### src/rtl/pair_merge_pkg.sv
package pair_merge_pkg;

    localparam int DW       = 32;
    localparam int NIB      = 4;
    localparam int NNIB     = DW / NIB;
    localparam int LIST_MAX = 6;
    localparam int DEV_BIT  = 8;

    typedef enum logic [1:0] {
        REG_STATUS  = 2'd0,
        REG_ERROR   = 2'd1,
        REG_CONTROL = 2'd2,
        REG_BAD     = 2'd3
    } reg_code_e;

    typedef enum logic [1:0] {
        ST_IDLE,
        ST_INDEX,
        ST_DATA,
        ST_RESP
    } seq_state_e;

    // Entry i sits at ent[i*NIB +: NIB]; len == 0 means no list.
    typedef struct packed {
        logic [3:0]              len;
        logic [LIST_MAX*NIB-1:0] ent;
    } prec_list_t;

    function automatic prec_list_t list_for(reg_code_e kind, int nib);
        prec_list_t l;
        l = '0;
        if (kind == REG_STATUS) begin
            case (nib)
                0: begin l.len = 4'd5; l.ent = 24'h034031; end
                1: begin l.len = 4'd3; l.ent = 24'h000012; end
                2: begin l.len = 4'd4; l.ent = 24'h000126; end
                default: l = '0;
            endcase
        end else if (kind == REG_CONTROL) begin
            case (nib)
                0: begin l.len = 4'd4; l.ent = 24'h000401; end
                1: begin l.len = 4'd4; l.ent = 24'h000120; end
                2: begin l.len = 4'd5; l.ent = 24'h003210; end
                default: l = '0;
            endcase
        end
        return l;
    endfunction

    function automatic logic [7:0] sel_code(reg_code_e kind);
        case (kind)
            REG_STATUS:  return 8'd0;
            REG_CONTROL: return 8'd1;
            REG_ERROR:   return 8'd2;
            default:     return 8'd0;
        endcase
    endfunction

    function automatic logic [NIB-1:0] pick_nibble(prec_list_t l,
                                                   logic [NIB-1:0] c0,
                                                   logic [NIB-1:0] c1);
        logic [NIB-1:0] res;
        logic           found;
        int             last;
        last  = (l.len == 4'd0) ? 0 : int'(l.len) - 1;
        res   = l.ent[last*NIB +: NIB];
        found = 1'b0;
        for (int i = 0; i < LIST_MAX; i++) begin
            if (!found && (i < int'(l.len)) &&
                ((l.ent[i*NIB +: NIB] == c0) || (l.ent[i*NIB +: NIB] == c1))) begin
                res   = l.ent[i*NIB +: NIB];
                found = 1'b1;
            end
        end
        return res;
    endfunction

endpackage

### src/rtl/pair_merge_unit.sv
module pair_merge_unit
    import pair_merge_pkg::*;
(
    input  reg_code_e       kind,
    input  logic            single,
    input  logic [DW-1:0]   v0,
    input  logic [DW-1:0]   v1,
    output logic [DW-1:0]   merged
);

    for (genvar g = 0; g < NNIB; g++) begin : g_nib
        prec_list_t     lst;
        logic [NIB-1:0] a;
        logic [NIB-1:0] b;
        logic [NIB-1:0] m;

        always_comb begin
            lst = list_for(kind, g);
            a   = v0[g*NIB +: NIB];
            b   = v1[g*NIB +: NIB];
            if (single)
                m = a;
            else if (kind == REG_ERROR)
                m = a | b;
            else if ((lst.len == 4'd0) || (a == b))
                m = a;
            else
                m = pick_nibble(lst, a, b);
        end

        assign merged[g*NIB +: NIB] = m;
    end

endmodule

### src/rtl/pair_window_seq.sv
module pair_window_seq
    import pair_merge_pkg::*;
#(
    parameter int ADDR_W   = 4,
    parameter int IDX_OFF  = 0,
    parameter int DATA_OFF = 4
) (
    input  logic              clk,
    input  logic              rst,
    input  logic              start,
    input  logic              start_write,
    input  reg_code_e         start_kind,
    input  logic [DW-1:0]     start_data,
    input  logic              start_single,
    output logic              busy,
    output logic              done,
    output logic              err_o,
    output logic              write_o,
    output logic              single_o,
    output reg_code_e         kind_o,
    output logic [DW-1:0]     v0_o,
    output logic [DW-1:0]     v1_o,
    output logic              mm_valid,
    output logic              mm_write,
    output logic [ADDR_W-1:0] mm_addr,
    output logic [DW-1:0]     mm_wdata,
    input  logic              mm_ready,
    input  logic [DW-1:0]     mm_rdata
);

    localparam logic [ADDR_W-1:0] A_IDX  = ADDR_W'(IDX_OFF);
    localparam logic [ADDR_W-1:0] A_DATA = ADDR_W'(DATA_OFF);

    seq_state_e    state_q;
    reg_code_e     kind_q;
    logic          write_q, single_q, dev_q, err_q;
    logic [DW-1:0] data_q, v0_q, v1_q;

    always_ff @(posedge clk) begin
        if (rst) begin
            state_q  <= ST_IDLE;
            kind_q   <= REG_STATUS;
            write_q  <= 1'b0;
            single_q <= 1'b0;
            dev_q    <= 1'b0;
            err_q    <= 1'b0;
            data_q   <= '0;
            v0_q     <= '0;
            v1_q     <= '0;
        end else begin
            case (state_q)
                ST_IDLE: if (start) begin
                    kind_q   <= start_kind;
                    write_q  <= start_write;
                    single_q <= start_single;
                    data_q   <= start_data;
                    dev_q    <= 1'b0;
                    v0_q     <= '0;
                    v1_q     <= '0;
                    err_q    <= (start_kind == REG_BAD);
                    state_q  <= (start_kind == REG_BAD) ? ST_RESP : ST_INDEX;
                end
                ST_INDEX: if (mm_ready) state_q <= ST_DATA;
                ST_DATA: if (mm_ready) begin
                    if (!write_q) begin
                        if (dev_q) v1_q <= mm_rdata;
                        else       v0_q <= mm_rdata;
                    end
                    if (!dev_q && !single_q) begin
                        dev_q   <= 1'b1;
                        state_q <= ST_INDEX;
                    end else begin
                        state_q <= ST_RESP;
                    end
                end
                default: state_q <= ST_IDLE;
            endcase
        end
    end

    always_comb begin
        mm_valid = (state_q == ST_INDEX) || (state_q == ST_DATA);
        mm_write = (state_q == ST_INDEX) || write_q;
        mm_addr  = (state_q == ST_DATA) ? A_DATA : A_IDX;
        if (state_q == ST_DATA)
            mm_wdata = write_q ? data_q : '0;
        else if (state_q == ST_INDEX)
            mm_wdata = {{(DW-DEV_BIT-1){1'b0}}, dev_q, sel_code(kind_q)};
        else
            mm_wdata = '0;
    end

    assign busy     = (state_q != ST_IDLE);
    assign done     = (state_q == ST_RESP);
    assign err_o    = err_q;
    assign write_o  = write_q;
    assign single_o = single_q;
    assign kind_o   = kind_q;
    assign v0_o     = v0_q;
    assign v1_o     = v1_q;

    // a stalled window access holds its request
    assert_mm_hold_R11: assert property (@(posedge clk) disable iff (rst)
        (mm_valid && !mm_ready) |=> (mm_valid && $stable(mm_addr) &&
                                     $stable(mm_wdata) && $stable(mm_write)));

    // no window traffic while idle
    assert_idle_quiet_R10: assert property (@(posedge clk) disable iff (rst)
        !busy |-> !mm_valid);

    // one response strobe per request
    assert_rsp_pulse_R10: assert property (@(posedge clk) disable iff (rst)
        done |=> !done);

    // single-device mode never selects device 1
    assert_single_dev0_R8: assert property (@(posedge clk) disable iff (rst)
        (mm_valid && mm_addr == A_IDX && single_q) |-> !mm_wdata[DEV_BIT]);

endmodule

### src/rtl/pair_reg_merger.sv
module pair_reg_merger
    import pair_merge_pkg::*;
#(
    parameter int ADDR_W = 4
) (
    input  logic              clk,
    input  logic              rst,
    input  logic              single_dev,
    input  logic              req_valid,
    input  logic              req_write,
    input  logic [1:0]        req_reg,
    input  logic [31:0]       req_wdata,
    output logic              busy,
    output logic              rsp_valid,
    output logic              rsp_err,
    output logic [31:0]       rsp_rdata,
    output logic              mm_valid,
    output logic              mm_write,
    output logic [ADDR_W-1:0] mm_addr,
    output logic [31:0]       mm_wdata,
    input  logic              mm_ready,
    input  logic [31:0]       mm_rdata
);

    logic          start, err_w, write_w, single_w;
    reg_code_e     kind_w;
    logic [DW-1:0] v0_w, v1_w, merged_w;

    assign start = req_valid && !busy;

    pair_window_seq #(.ADDR_W(ADDR_W)) u_seq (
        .clk          (clk),
        .rst          (rst),
        .start        (start),
        .start_write  (req_write),
        .start_kind   (reg_code_e'(req_reg)),
        .start_data   (req_wdata),
        .start_single (single_dev),
        .busy         (busy),
        .done         (rsp_valid),
        .err_o        (err_w),
        .write_o      (write_w),
        .single_o     (single_w),
        .kind_o       (kind_w),
        .v0_o         (v0_w),
        .v1_o         (v1_w),
        .mm_valid     (mm_valid),
        .mm_write     (mm_write),
        .mm_addr      (mm_addr),
        .mm_wdata     (mm_wdata),
        .mm_ready     (mm_ready),
        .mm_rdata     (mm_rdata)
    );

    pair_merge_unit u_merge (
        .kind   (kind_w),
        .single (single_w),
        .v0     (v0_w),
        .v1     (v1_w),
        .merged (merged_w)
    );

    assign rsp_err   = rsp_valid && err_w;
    assign rsp_rdata = (rsp_valid && !err_w && !write_w) ? merged_w : '0;

    // a bad register code is refused on the next cycle
    assert_bad_code_R1: assert property (@(posedge clk) disable iff (rst)
        (start && req_reg == 2'd3) |=> (rsp_valid && rsp_err));

    // merged error covers both devices' bits
    assert_err_cover_R7: assert property (@(posedge clk) disable iff (rst)
        (rsp_valid && !rsp_err && !write_w && !single_w && kind_w == REG_ERROR)
        |-> (((rsp_rdata & v0_w) == v0_w) && ((rsp_rdata & v1_w) == v1_w)));

    // equal low nibbles pass through unchanged
    assert_equal_nib_R3: assert property (@(posedge clk) disable iff (rst)
        (rsp_valid && !rsp_err && !write_w && kind_w != REG_ERROR &&
         v0_w[3:0] == v1_w[3:0]) |-> (rsp_rdata[3:0] == v0_w[3:0]));

endmodule

### config.mk
export PLATFORM = sky130hd
export DESIGN_NAME = pair_reg_merger
export DESIGN_NICKNAME = d
export VERILOG_FILES = /design/src/rtl/pair_merge_pkg.sv /design/src/rtl/pair_merge_unit.sv /design/src/rtl/pair_window_seq.sv /design/src/rtl/pair_reg_merger.sv
export SDC_FILE = /design/constraint.sdc
export NUM_CORES = 1
export LEC_CHECK = 0
export BUFFER_PORTS_ARGS = -buffer_cell sky130_fd_sc_hd__buf_2
export CAP_MARGIN = 20
export CORE_MARGIN = 1.5
export CORE_UTILIZATION = 45
export CTS_CLUSTER_DIAMETER = 60
export DETAILED_ROUTE_END_ITERATION = 10
export GPL_ROUTABILITY_DRIVEN = 0
export PLACE_DENSITY_LB_ADDON = 0.12
export SKIP_CTS_REPAIR_TIMING = 1
export SYNTH_ARGS = -nofsm -noshare
export SYNTH_HDL_FRONTEND = slang
export SYNTH_SLANG_ARGS = --single-unit
### constraint.sdc
create_clock -name clk -period 3.6 [get_ports clk]
set_clock_uncertainty 0.2 [all_clocks]
set_input_delay 0.18 -clock clk [delete_from_list [all_inputs] [get_ports clk]]
set_output_delay 0.18 -clock clk [all_outputs]
set_load 0.005 [all_outputs]
After elaboration in Yosys (flattened, before gate mapping):

Cells that the tools add are included.

* flip-flop bits (word level): 104
* latch bits: 0
* bits in writable memories: 0
* memory bits (read-only): 0
* output and inout port bits: 73
* memories: 0

* $add $sub $neg: 3
* $mul: 0
* div/mod/pow operators: 0
* $lt $le $gt $ge: 18
* equality and inequality tests: 52
* shift operators: 3
* muxes and demuxes: 131
* bitwise logic cells: 8
* reduce and logical (&&, ||, !) cells: 93

Operators with widths (number)
* 2-to-1 mux 32 bit: 10
* == test 4 bit: 39
* 2-to-1 mux 4 bit: 37
* case mux 32 bit (2 select lines): 2
* 2-to-1 mux 27 bit: 4
* variable part select 24 x 32 -> 4 bit: 3
* 2-to-1 mux 30 bit: 3
* 2-to-1 mux 1 bit: 63
* 2-to-1 mux 28 bit: 2
* logical AND 1 bit: 38
* OR 4 bit: 8
* logical OR 1 bit: 23
* zero test 1 bit: 20
* < comparator 1 x 4 -> 1 bit (first input constant): 4
* < comparator 2 x 4 -> 1 bit (first input constant): 4
* < comparator 3 x 4 -> 1 bit (first input constant): 4
* zero test 4 bit: 3
* 2-to-1 mux 2 bit: 5
* != test 2 bit (second input constant): 5
* AND reduction 5 bit: 2
* subtractor 4 x 1 -> 5 bit (second input constant): 2
* 2-to-1 mux 9 bit: 1
* == test 2 bit (second input constant): 4
* < comparator 1 x 3 -> 1 bit (first input constant): 2
* other kinds (14): 20

Logic depth before layout (Yosys ltp):

Gate-level depths: netlist of run 1.

* word-level depth: 46
* depth in mapped cells: 10
* mapped depth without buffers: 8

By module:

A second synthesis of run 1 with hierarchy kept.

* cell total of the unflattened synthesis: 728
* area total of the unflattened synthesis: 6213.5 um^2

Modules (own cells, without submodules)
* pair_window_seq: instances 1, cells each 489, area each 4312.9 um^2
* pair_merge_unit: instances 1, cells each 196, area each 1321.3 um^2
* pair_reg_merger: instances 1, cells each 43, area each 579.3 um^2

Least setup slack after synthesis of run 1:

Ideal clock, no wire load.

* kind: reg-to-output
* start point: reg u_seq.v0_q[1], in the netlist u_seq.v0_o[1]
* end point: out rsp_rdata[2]
* arrival time: 1.763 ns
* slack: 1.457 ns
* cell stages (with the launch flop): 7
* path buffers: 0
* cells stage by stage: dfxtp_1 -> inv_1 -> ha_1 -> nor4_1 -> or2_2 -> or3_1 -> a221oi_2

* cells in the longest elaborated chain, start to end: 43

Ends and longest elaborated chain
* from (decl): line pair_window_seq.sv:37 `logic [DW-1:0] data_q, v0_q, v1_q;`
* from (signal assigned): line pair_window_seq.sv:67 `else v0_q <= mm_rdata;`
* == test 4 bit: line pair_merge_pkg.sv:70 `((l.ent[i*NIB +: NIB] == c0) || (l.ent[i*NIB +: NIB] == c1))) begin`
* logical OR 1 bit: line pair_merge_pkg.sv:70
* logical AND 1 bit: line pair_merge_pkg.sv:69 `if (!found && (i < int'(l.len)) &&`
* 2-to-1 mux 1 bit: line pair_merge_pkg.sv:69
* 2-to-1 mux 1 bit: line pair_merge_unit.sv:25 `else if ((lst.len == 4'd0) || (a == b))`
* 2-to-1 mux 1 bit: line pair_merge_unit.sv:23 `else if (kind == REG_ERROR)`
* 2-to-1 mux 1 bit: line pair_merge_unit.sv:21 `if (single)`
* zero test 1 bit: line pair_merge_pkg.sv:69
* [... 26 more ...]
* 2-to-1 mux 1 bit: line pair_merge_unit.sv:21
* zero test 1 bit: line pair_merge_pkg.sv:69
* logical AND 1 bit (2 in a row): line pair_merge_pkg.sv:69
* 2-to-1 mux 4 bit: line pair_merge_pkg.sv:69
* 2-to-1 mux 4 bit *: line pair_merge_unit.sv:25
* 2-to-1 mux 4 bit *: line pair_merge_unit.sv:23
* 2-to-1 mux 4 bit *: line pair_merge_unit.sv:21
* 2-to-1 mux 32 bit *: line pair_reg_merger.sv:64 `assign rsp_rdata = (rsp_valid && !err_w && !write_w) ? merged_w : '0;`
* to (decl): line pair_reg_merger.sv:16 `output logic [31:0] rsp_rdata,`

Every way passes the cells marked *; elsewhere a longest branch is shown, timed or not. The select of a mux whose other input is x is not followed.

Final worst setup path of run 1:

* start point: reg u_seq.kind_q[0], in the netlist u_seq.kind_o[0]
* end point: out rsp_rdata[9]

* cells in the longest elaborated chain, start to end: 45

Ends and longest elaborated chain
* from (decl): line pair_window_seq.sv:35 `reg_code_e kind_q;`
* from (signal assigned): line pair_window_seq.sv:53 `kind_q <= start_kind;`
* == test 2 bit or zero test 2 bit (tied branches): line pair_merge_pkg.sv:39, pair_merge_pkg.sv:32
* 2-to-1 mux 27 bit or 2-to-1 mux 28 bit (tied branches): line pair_merge_pkg.sv:39, pair_merge_pkg.sv:32
* 2-to-1 mux 28 bit or == test 4 bit (tied branches): line pair_merge_pkg.sv:32, pair_merge_pkg.sv:70
* < comparator 1 x 4 -> 1 bit or logical OR 1 bit (tied branches): line pair_merge_pkg.sv:69, pair_merge_pkg.sv:70
* logical AND 1 bit: line pair_merge_pkg.sv:69
* 2-to-1 mux 1 bit: line pair_merge_pkg.sv:69
* 2-to-1 mux 1 bit: line pair_merge_unit.sv:25
* 2-to-1 mux 1 bit: line pair_merge_unit.sv:23
* [... 28 more ...]
* 2-to-1 mux 1 bit: line pair_merge_unit.sv:21
* zero test 1 bit: line pair_merge_pkg.sv:69
* logical AND 1 bit (2 in a row): line pair_merge_pkg.sv:69
* 2-to-1 mux 4 bit: line pair_merge_pkg.sv:69
* 2-to-1 mux 4 bit: line pair_merge_unit.sv:25
* 2-to-1 mux 4 bit *: line pair_merge_unit.sv:23
* 2-to-1 mux 4 bit *: line pair_merge_unit.sv:21
* 2-to-1 mux 32 bit *: line pair_reg_merger.sv:64

Marked as above.

==> run metrics, run 1 <==
Area contributors post-synth=dfxtp_1 37%, a21oi_1 13%, nand2_1 10%, nand3_1 5.9%, ha_1 3.6%; Final period util=86.2%; Clock transition at path regs=0.07 ns; Setup-failing EPs final=0; number of buffers created by CTS=9; count of buffers from port buffering=roughly 140; synthesized area per cell=7.26 µm²; total power=between 4000 and 5000 µW; Global Route met3 Usage=5.56%; area share of the largest cell type after synthesis=a little under two fifths; Slew headroom=26.3%; post-route ant nets=0; crit path kind=register to output port; routed len/inst=14.8 µm; Cells after Synth=770; Final Hold Viols=0; CTS Root Cell=clkbuf_16; Starting Density=46.4%; Congestion Overflow GR=0; First-pass DRT Iterations=5; YS warnings=0; detailed-route wire length=16400 µm; Slew Viols, Final=0; Ports=145; cell area after layout=between 0.007 and 0.008 mm²; Peak VDD IR=0.376 mV; Required @ worst endpoint=3.22 ns; Hold Path Class=input port to register; busiest grt layer=met2; antenna violations before repair=0; Sink Count=104; max_cap viols=0; crit-path cells=and2b_1 > a211oi_1 > o32a_1 > o21ai_1 > and3_1 > o31a_1 > buf_2; Longest Clk Path Bufs=2; row count=40; flops & latches, synth=about 100; H-tree Lvls=3; DRC violations left=0; Crit Path Max Fanout=31; post-synth cell types=between 50 and 60; CTS tree=built; post-DP HPWL=~10000 µm; Die ar.=0.0131 mm²; cell family with most CP delay=flip-flops; CP Launch Type=register; Tmin final=just over 3 ns; Crit path largest cell delay=0.94 ns; die height=roughly 110 µm; global-route wire length before repair=25100 µm; met1 Use GR=a little under a third; post-synthesis sequential area ratio=37.2%; Final nets=1018; GR met2 Demand/Resource=38.5%; vias in the first global route=5252; routed via count=around 6.0k; worst path bufs/invs=1; top cell type by total area after synthesis=dfxtp_1; fraction of layout cells with a size suffix above 1=20.3%; Post-Place Cells=between 1k and 1.5k; slowest cell on the critical path=dfxtp_1; Core Box Area=0.0121 mm²; 1st-iter DRT viols=slightly below 500; Worst Tran Pin Value=1.11 ns; total leakage power=0.00294 µW; Placement Cell Area=between 0.006 and 0.007 mm²; synth-to-layout area growth=29.3%; power per standard cell area=571 mW/mm²; DIE WIDTH=114 µm; Peak Freq=approximately 0.32 GHz; RSZ-0062 raised after global routing=false; status=complete, no violations; Setup TNS=0 ns; GRT Util Overall=23.7%; critical path arrival=2.72 ns; critical path capture point type=output port; Via density=roughly 5.4; Post-Layout Cell Count=1104; Post-Syn Area=0.00559 mm²; Skew-Pair Late Insertion Delay=0.34 ns; pin count of the biggest net entering global routing=105
-- sequential cells by signal, summed over array words and instances, names as in the netlist --
name	cells
u_seq.data_q	32
u_seq.dev_q	1
u_seq.err_o	1
u_seq.kind_o	2
u_seq.single_o	1
u_seq.state_q	2
u_seq.v0_o	32
u_seq.v1_o	32
u_seq.write_o	1
-- worst paths after layout --
path / start / endpoint / slack [ns] / depth (start not counted)
worst max-delay path: u_seq.kind_o[0]$_SDFFE_PP0P_ / rsp_rdata[9] / 0.50 / 7
worst min-delay path: mm_ready / u_seq.state_q[1]$_SDFFE_PP0P_ / 0.1 / 4
worst max register to register: u_seq.state_q[0]$_SDFFE_PP0P_ / u_seq.state_q[0]$_SDFFE_PP0P_ / 0.98 / 7
worst min register to register: u_seq.data_q[31]$_SDFFE_PP0P_ / u_seq.data_q[31]$_SDFFE_PP0P_ / 0.25 / 2
-- report_power, final --
group	leakage, µW	internal (µW)	switching, µW
sequential	0.000845	1310	165
clock	0.000131	489	439
combinational	0.00196	556	1170
-- per-stage QoR --
stage                     utilization (%)  setup WS (ns)  hold slack (ns)
final                                60.0          0.498           0.0963
after global routing                 59.9          0.274            0.107
after CTS                            54.3          0.508           -0.140
after detailed placement             51.9          0.900            0.226
after global placement               51.9          0.885            0.220
after floorplan                         -           1.46            0.116
-- Yosys cell counts, drive strengths merged --
library cell and instances:
o32a 1, a32o 3, or2 4, buf 25, nor2 49, nand3 66, nor2b 5, and2b 1
nor4b 4, nor3 7, o21ai 13, nand2b 3, or3b 1, a22oi 1, conb 1, mux2i 1
nor4 11, a31oi 3, a211oi 8, nand2 151, nor3b 2, a21o 1, dfxtp 104, a311oi 5
o32ai 3, inv 30, ha 16, xnor2 3, and4bb 6, a221o 1, o2111ai 1, a31o 1
and2 4, o22a 1, a21oi 146, or3 3, clkbuf 48, o31a 1, a221oi 4, and3 31
a211o 1
-- layout by cell type (no fill, tap or decap), types with 9 or more instances in the layout --
master,count
nor4_1,10
nor2_1,48
o21ai_0,10
ha_1,15
and3_1,31
buf_4,12
inv_1,30
a21oi_1,146
clkbuf_16,9
dlygate4sd3_1,68
nand3_1,66
dfxtp_1,104
buf_2,140
nand2_1,151
-- kinds of logic (layout without fill, tap and decap cells) --
group,count (synthesis),count (layout),share of synthesized area [%]
AOI/OAI and AO/OA,194,194,20.3
xor gates and xnor gates,3,3,0.470
adders and majority gates,16,16,3.58
buffers and inverters,103,266,8.23
DFF,104,104,37.2
muxes,1,1,0.179
other,1,4,0.0671
and+or+nand+nor,348,348,30.0
-- worst min-delay path, cell delays in order --
cell	delay, ns
buf_2	0.09
o21ai_0	0.16
nand2_1	0.11
a21oi_1	0.05
-- routing by layer --
metal	share of wire [%]	wire, µm
met1	45	7390
met2	47	7750
met3	5.6	916
met4	2.0	325
met5	0	0
-- cell type report --
cell class              instances  area [µm²]
diodes                          1        2.50
clock buffers                  10         239
clock inverters                 6        45.0
fillers                      1097        4830
inverters                      30         113
multi-input cells             565        3070
flip-flops and latches        104        2080
well taps                     168         210
repair buffers                220        1470
(Power assumes the default switching activity.)
==> inputs of run 2 (changes only) <==
--- a/config.mk
+++ b/config.mk
@@ -12,7 +12,7 @@
 export CTS_CLUSTER_DIAMETER = 60
 export DETAILED_ROUTE_END_ITERATION = 10
 export GPL_ROUTABILITY_DRIVEN = 0
-export PLACE_DENSITY_LB_ADDON = 0.12
+export PLACE_DENSITY = 0.7
 export SKIP_CTS_REPAIR_TIMING = 1
 export SYNTH_ARGS = -nofsm -noshare
 export SYNTH_HDL_FRONTEND = slang
==> run 2 against run 1 <==
Compared with the run above: die area unchanged; clock power increased by 3.2%; critical path depth unchanged; total power about the same; via count decreased by 0.29%; global-route usage decreased by 0.93 points; design area increased by 0.67%; combinational power about the same; first-iteration DRC count decreased by 12%; final cell count increased by 0.27%; largest power group unchanged; highest routed layer unchanged.
==> run metrics, run 2 (synthesis results as in run 1) <==
synth-to-layout area growth=30.2%; antenna violations before repair=0; CTS Root Cell=clkbuf_16; DRC violations left=0; global-route wire length before repair=about 24000 µm; First-pass DRT Iterations=5; Worst Tran Pin Value=0.954 ns; cell family with most CP delay=flip-flops; detailed-route wire length=16100 µm; Placement Cell Area=0.00626 mm²; Hold Path Class=input port to register; routed via count=5939; total leakage power=0.00298 µW; Crit path largest cell delay=0.95 ns; Post-Layout Cell Count=1107; Post-Place Cells=slightly above 1k; CTS tree=built; Final Hold Viols=0; post-route ant nets=0; H-tree Lvls=3; stages on the worst setup path=7; Peak VDD IR=0.384 mV; Setup TNS=0 ns; Hold Path Stages=4; Peak Freq=about 0.32 GHz; most common cell after layout, fill and taps aside=nand2_1; 1st-iter DRT viols=423; worst path bufs/invs=1; critical path capture point type=output port; ant diodes=0; Final period util=88.0%; GRT Util Overall=22.8%; routed len/inst=14.6 µm; crit-path cells=and2b_1 > a211oi_1 > o32a_1 > o21ai_1 > and3_1 > o31a_1 > buf_2; cell area after layout=~0.0073 mm²; Ports=about 150; total power=about 4100 µW; status=complete, no violations; post-DP HPWL=9690 µm; Skew-Pair Late Insertion Delay=0.34 ns; Clock transition at path regs=0.07 ns; fraction of layout cells with a size suffix above 1=20.2%; Slew headroom=a little over a third; Starting Density=a little under half; die height=114 µm; power per standard cell area=567 mW/mm²; DIE WIDTH=114 µm; Final nets=1022; Slew Viols, Final=0; number of buffers created by CTS=9; pin count of the biggest net entering global routing=105; critical path arrival=2.79 ns; crit path kind=register to output port; Via density=5.36; Die ar.=0.0131 mm²; max_cap viols=0; depth of the most critical reg-to-reg path=9; Crit Path Max Fanout=31; CP Launch Type=register; Tmin final=around 3.2 ns; Layout fillers=roughly 1.2k; count of buffers from port buffering=141; most frequent cells in the layout=151 x nand2_1, 146 x a21oi_1, 140 x buf_2; slowest cell on the critical path=dfxtp_1; vias in the first global route=approximately 5k; Longest Clk Path Bufs=2; Setup-failing EPs final=0; Core Box Area=0.0121 mm²; Congestion Overflow GR=0; Sink Count=104; row count=40; Required @ worst endpoint=3.22 ns; RSZ-0062 raised after global routing=false
## run 2: power by group
part           internal (µW)  total (µW)  switching, µW
combinational            558        1700           1140
clock                    540         958            418
sequential              1310        1470            160
## run 2: path summary, 6_finish.rpt
check,startpoint,end,slack [ns]
setup / recovery,u_seq.kind_o[0]$_SDFFE_PP0P_,rsp_rdata[9],0.43
hold / removal,mm_ready,u_seq.state_q[0]$_SDFFE_PP0P_,0.09
setup reg to reg,u_seq.state_q[0]$_SDFFE_PP0P_,u_seq.v0_o[28]$_SDFFE_PP0P_,0.48
hold reg to reg,u_seq.data_q[27]$_SDFFE_PP0P_,u_seq.data_q[27]$_SDFFE_PP0P_,0.25
## run 2: final cells by class
cell class | count | area (µm²) | area share [%]
flip-flops and latches | 104 | 2080 | 28.6
clock inverters | 5 | 57.6 | 0.791
clock buffers | 11 | 233 | 3.20
inverters | 30 | 113 | 1.55
repair buffers | 224 | 1530 | 21.0
multi-input cells | 565 | 3060 | 42.0
well taps | 168 | 210 | 2.89
## run 2: metrics by stage
step           hold WS, ns  util (%)  setup WS [ns]
2_1_floorplan        0.116         -           1.46
3_3_place_gp         0.223      51.9          0.903
3_5_place_dp         0.228      51.9          0.833
4_1_cts             -0.138      54.3          0.464
5_1_grt              0.139      60.4          0.281
6_report            0.0930      60.4          0.433
## run 2: routing by layer
layer	vias to the layer above	routed length, µm	track usage [%]	share of wire, %
met5	-	0	0	0
met4	0	294	7.75	1.8
met3	27	726	3.97	4.5
li1	2975	-	-	-
met2	178	7850	36.3	49
met1	2759	7250	31.2	45
## run 2: worst min-delay path, cell delays in order
cell,delay (ns)
buf_2,0.09
o21ai_0,0.16
nand2_1,0.10
a21oi_1,0.05
==> inputs of run 3 (changes only) <==
--- a/config.mk
+++ b/config.mk
@@ -5,14 +5,13 @@
 export SDC_FILE = /design/constraint.sdc
 export NUM_CORES = 1
 export LEC_CHECK = 0
-export BUFFER_PORTS_ARGS = -buffer_cell sky130_fd_sc_hd__buf_2
 export CAP_MARGIN = 20
 export CORE_MARGIN = 1.5
 export CORE_UTILIZATION = 45
 export CTS_CLUSTER_DIAMETER = 60
 export DETAILED_ROUTE_END_ITERATION = 10
+export DONT_BUFFER_PORTS = 1
 export GPL_ROUTABILITY_DRIVEN = 0
-export PLACE_DENSITY = 0.7
 export SKIP_CTS_REPAIR_TIMING = 1
 export SYNTH_ARGS = -nofsm -noshare
 export SYNTH_HDL_FRONTEND = slang
==> run 3 against run 2 <==
Compared with the run above: the flow now finishes with violations (hold timing); via count down 9.2%; count of clock-buffer cells in the layout down 1; sequential cell count unchanged; clock power up 3.0%; fmax down 1.0%; worst setup slack worse by 0.033 ns; design area down 9.2%; sequential share of layout area up 2.9 points; final cell count down 13%; global-route usage up 0.26 points; largest cell class unchanged.
==> run metrics, run 3 (synthesis results as in run 1) <==
fraction of layout cells with a size suffix above 1=6.14%; Skew-Pair Late Insertion Delay=0.35 ns; Die ar.=0.0131 mm²; Final period util=between 80 and 90%; Slew headroom=31.9%; max_cap viols=0; worst path bufs/invs=3; Peak Freq=0.313 GHz; Peak VDD IR=0.341 mV; routed via count=5395; detailed-route wire length=15500 µm; First-pass DRT Iterations=5; global-route wire length before repair=23900 µm; Slew Viols, Final=0; hold slack final=-0.0339 ns; synth-to-layout area growth=18.3%; crit-path cells=inv_1 > ha_4 > o21ai_0 > a21oi_1 > and2_1 > buf_4 > nand3_1 > a21oi_1 > dlygate4sd3_1; 1st-iter DRT viols=383; count of buffers from port buffering=0; Sink Count=104; routed len/inst=roughly 16 µm; crit path kind=register to register; CP Launch Type=register; status=finished with violations; Congestion Overflow GR=0; Worst Tran Pin Value=1.02 ns; RSZ-0062 raised after global routing=false; CTS tree=built; Required @ worst endpoint=3.70 ns; most frequent cells in the layout=151 x nand2_1, 146 x a21oi_1, 104 x dfxtp_1; critical path capture point type=register; total leakage power=0.00231 µW; number of buffers created by CTS=9; pin count of the biggest net entering global routing=105; Via density=5.58; most common cell after layout, fill and taps aside=nand2_1; CTS Root Cell=clkbuf_16; failing checks=hold timing; Setup-failing EPs final=0; slowest cell on the critical path=ha_4; Final nets=881; post-DP HPWL=9890 µm; H-tree Lvls=3; Top cell by count, worst path=a21oi_1; DIE WIDTH=114 µm; critical path arrival=roughly 3.3 ns; power per standard cell area=between 600 and 700 mW/mm²; Starting Density=46.4%; Ports=145; vias in the first global route=4711; DRC violations left=0; Tmin final=3.20 ns; Hold Path Class=input port to register; Longest Clk Path Bufs=2; antenna violations before repair=0; row count=40; Crit path largest cell delay=0.57 ns; Setup TNS=0 ns; post-route ant nets=0; die height=between 100 and 150 µm; Clock transition at path regs=0.07 ns; Core Box Area=0.0121 mm²; GRT Util Overall=a little under a quarter; ant diodes=0; cell family with most CP delay=buffers and inverters; final core occ=between 50 and 60%; Crit Path Max Fanout=72; total power=4130 µW; Final Hold Viols=1
==> run 3: cell count changes in the layout (fill, tap and decap cells not counted), sizes merged <==
cell,delta
inv,+1
clkbuf,-1
buf,-142
dlygate4sd3,+1
clkinvlp,+1
clkinv,-1
==> run 3: path summary, 6_finish.rpt <==
path	startpoint	depth (start not counted)	slack, ns	end
setup / recovery	u_seq.state_q[0]$_SDFFE_PP0P_	9	0.40	u_seq.v1_o[18]$_SDFFE_PP0P_
hold / removal	req_reg[0]	3	-0.03	u_seq.state_q[1]$_SDFFE_PP0P_
hold reg to reg	u_seq.data_q[7]$_SDFFE_PP0P_	2	0.25	u_seq.data_q[7]$_SDFFE_PP0P_
setup reg to reg	u_seq.state_q[0]$_SDFFE_PP0P_	9	0.40	u_seq.v1_o[18]$_SDFFE_PP0P_
==> run 3: worst reg2reg max path, cell delays in order (launching register included) <==
cell           delay (ns)
dfxtp_1              0.35
inv_1                0.13
ha_4                 0.57
o21ai_0              0.22
a21oi_1              0.28
and2_1               0.18
buf_4                0.35
nand3_1              0.14
a21oi_1              0.17
dlygate4sd3_1        0.57
==> run 3: stage by stage <==
step           hold WS, ns  worst slack (ns)  cell area [µm²]  std cells
5_1_grt             0.0299             0.133             6610        966
3_5_place_dp        0.0583             0.917             5580        878
4_1_cts             -0.322             0.518             5870        894
2_1_floorplan        0.116              1.46             5600        772
6_report           -0.0339             0.400             6610        966
3_3_place_gp        0.0574             0.955             5550        877
==> run 3: where the power goes <==
group          leakage (µW)  switching (µW)  internal (µW)
registers          0.000845             169           1310
clock network      0.000143             444            543
logic               0.00133            1130            530
total               0.00231            1750           2390
==> run 3: layout make-up <==
class / count / area, µm²
fillers: 1137 / 5450
multi-input cells: 565 / 3070
flip-flops and latches: 104 / 2080
repair buffers: 83 / 841
clock buffers: 10 / 229
well taps: 168 / 210
inverters: 30 / 113
clock inverters: 6 / 68.8
==> run 3: layer usage <==
layer / routed length, µm / global-route usage [%]
met1: 6940 / 30.7
met5: 0 / 0
met2: 7430 / 35.7
met3: 857 / 5.66
met4: 296 / 9.33
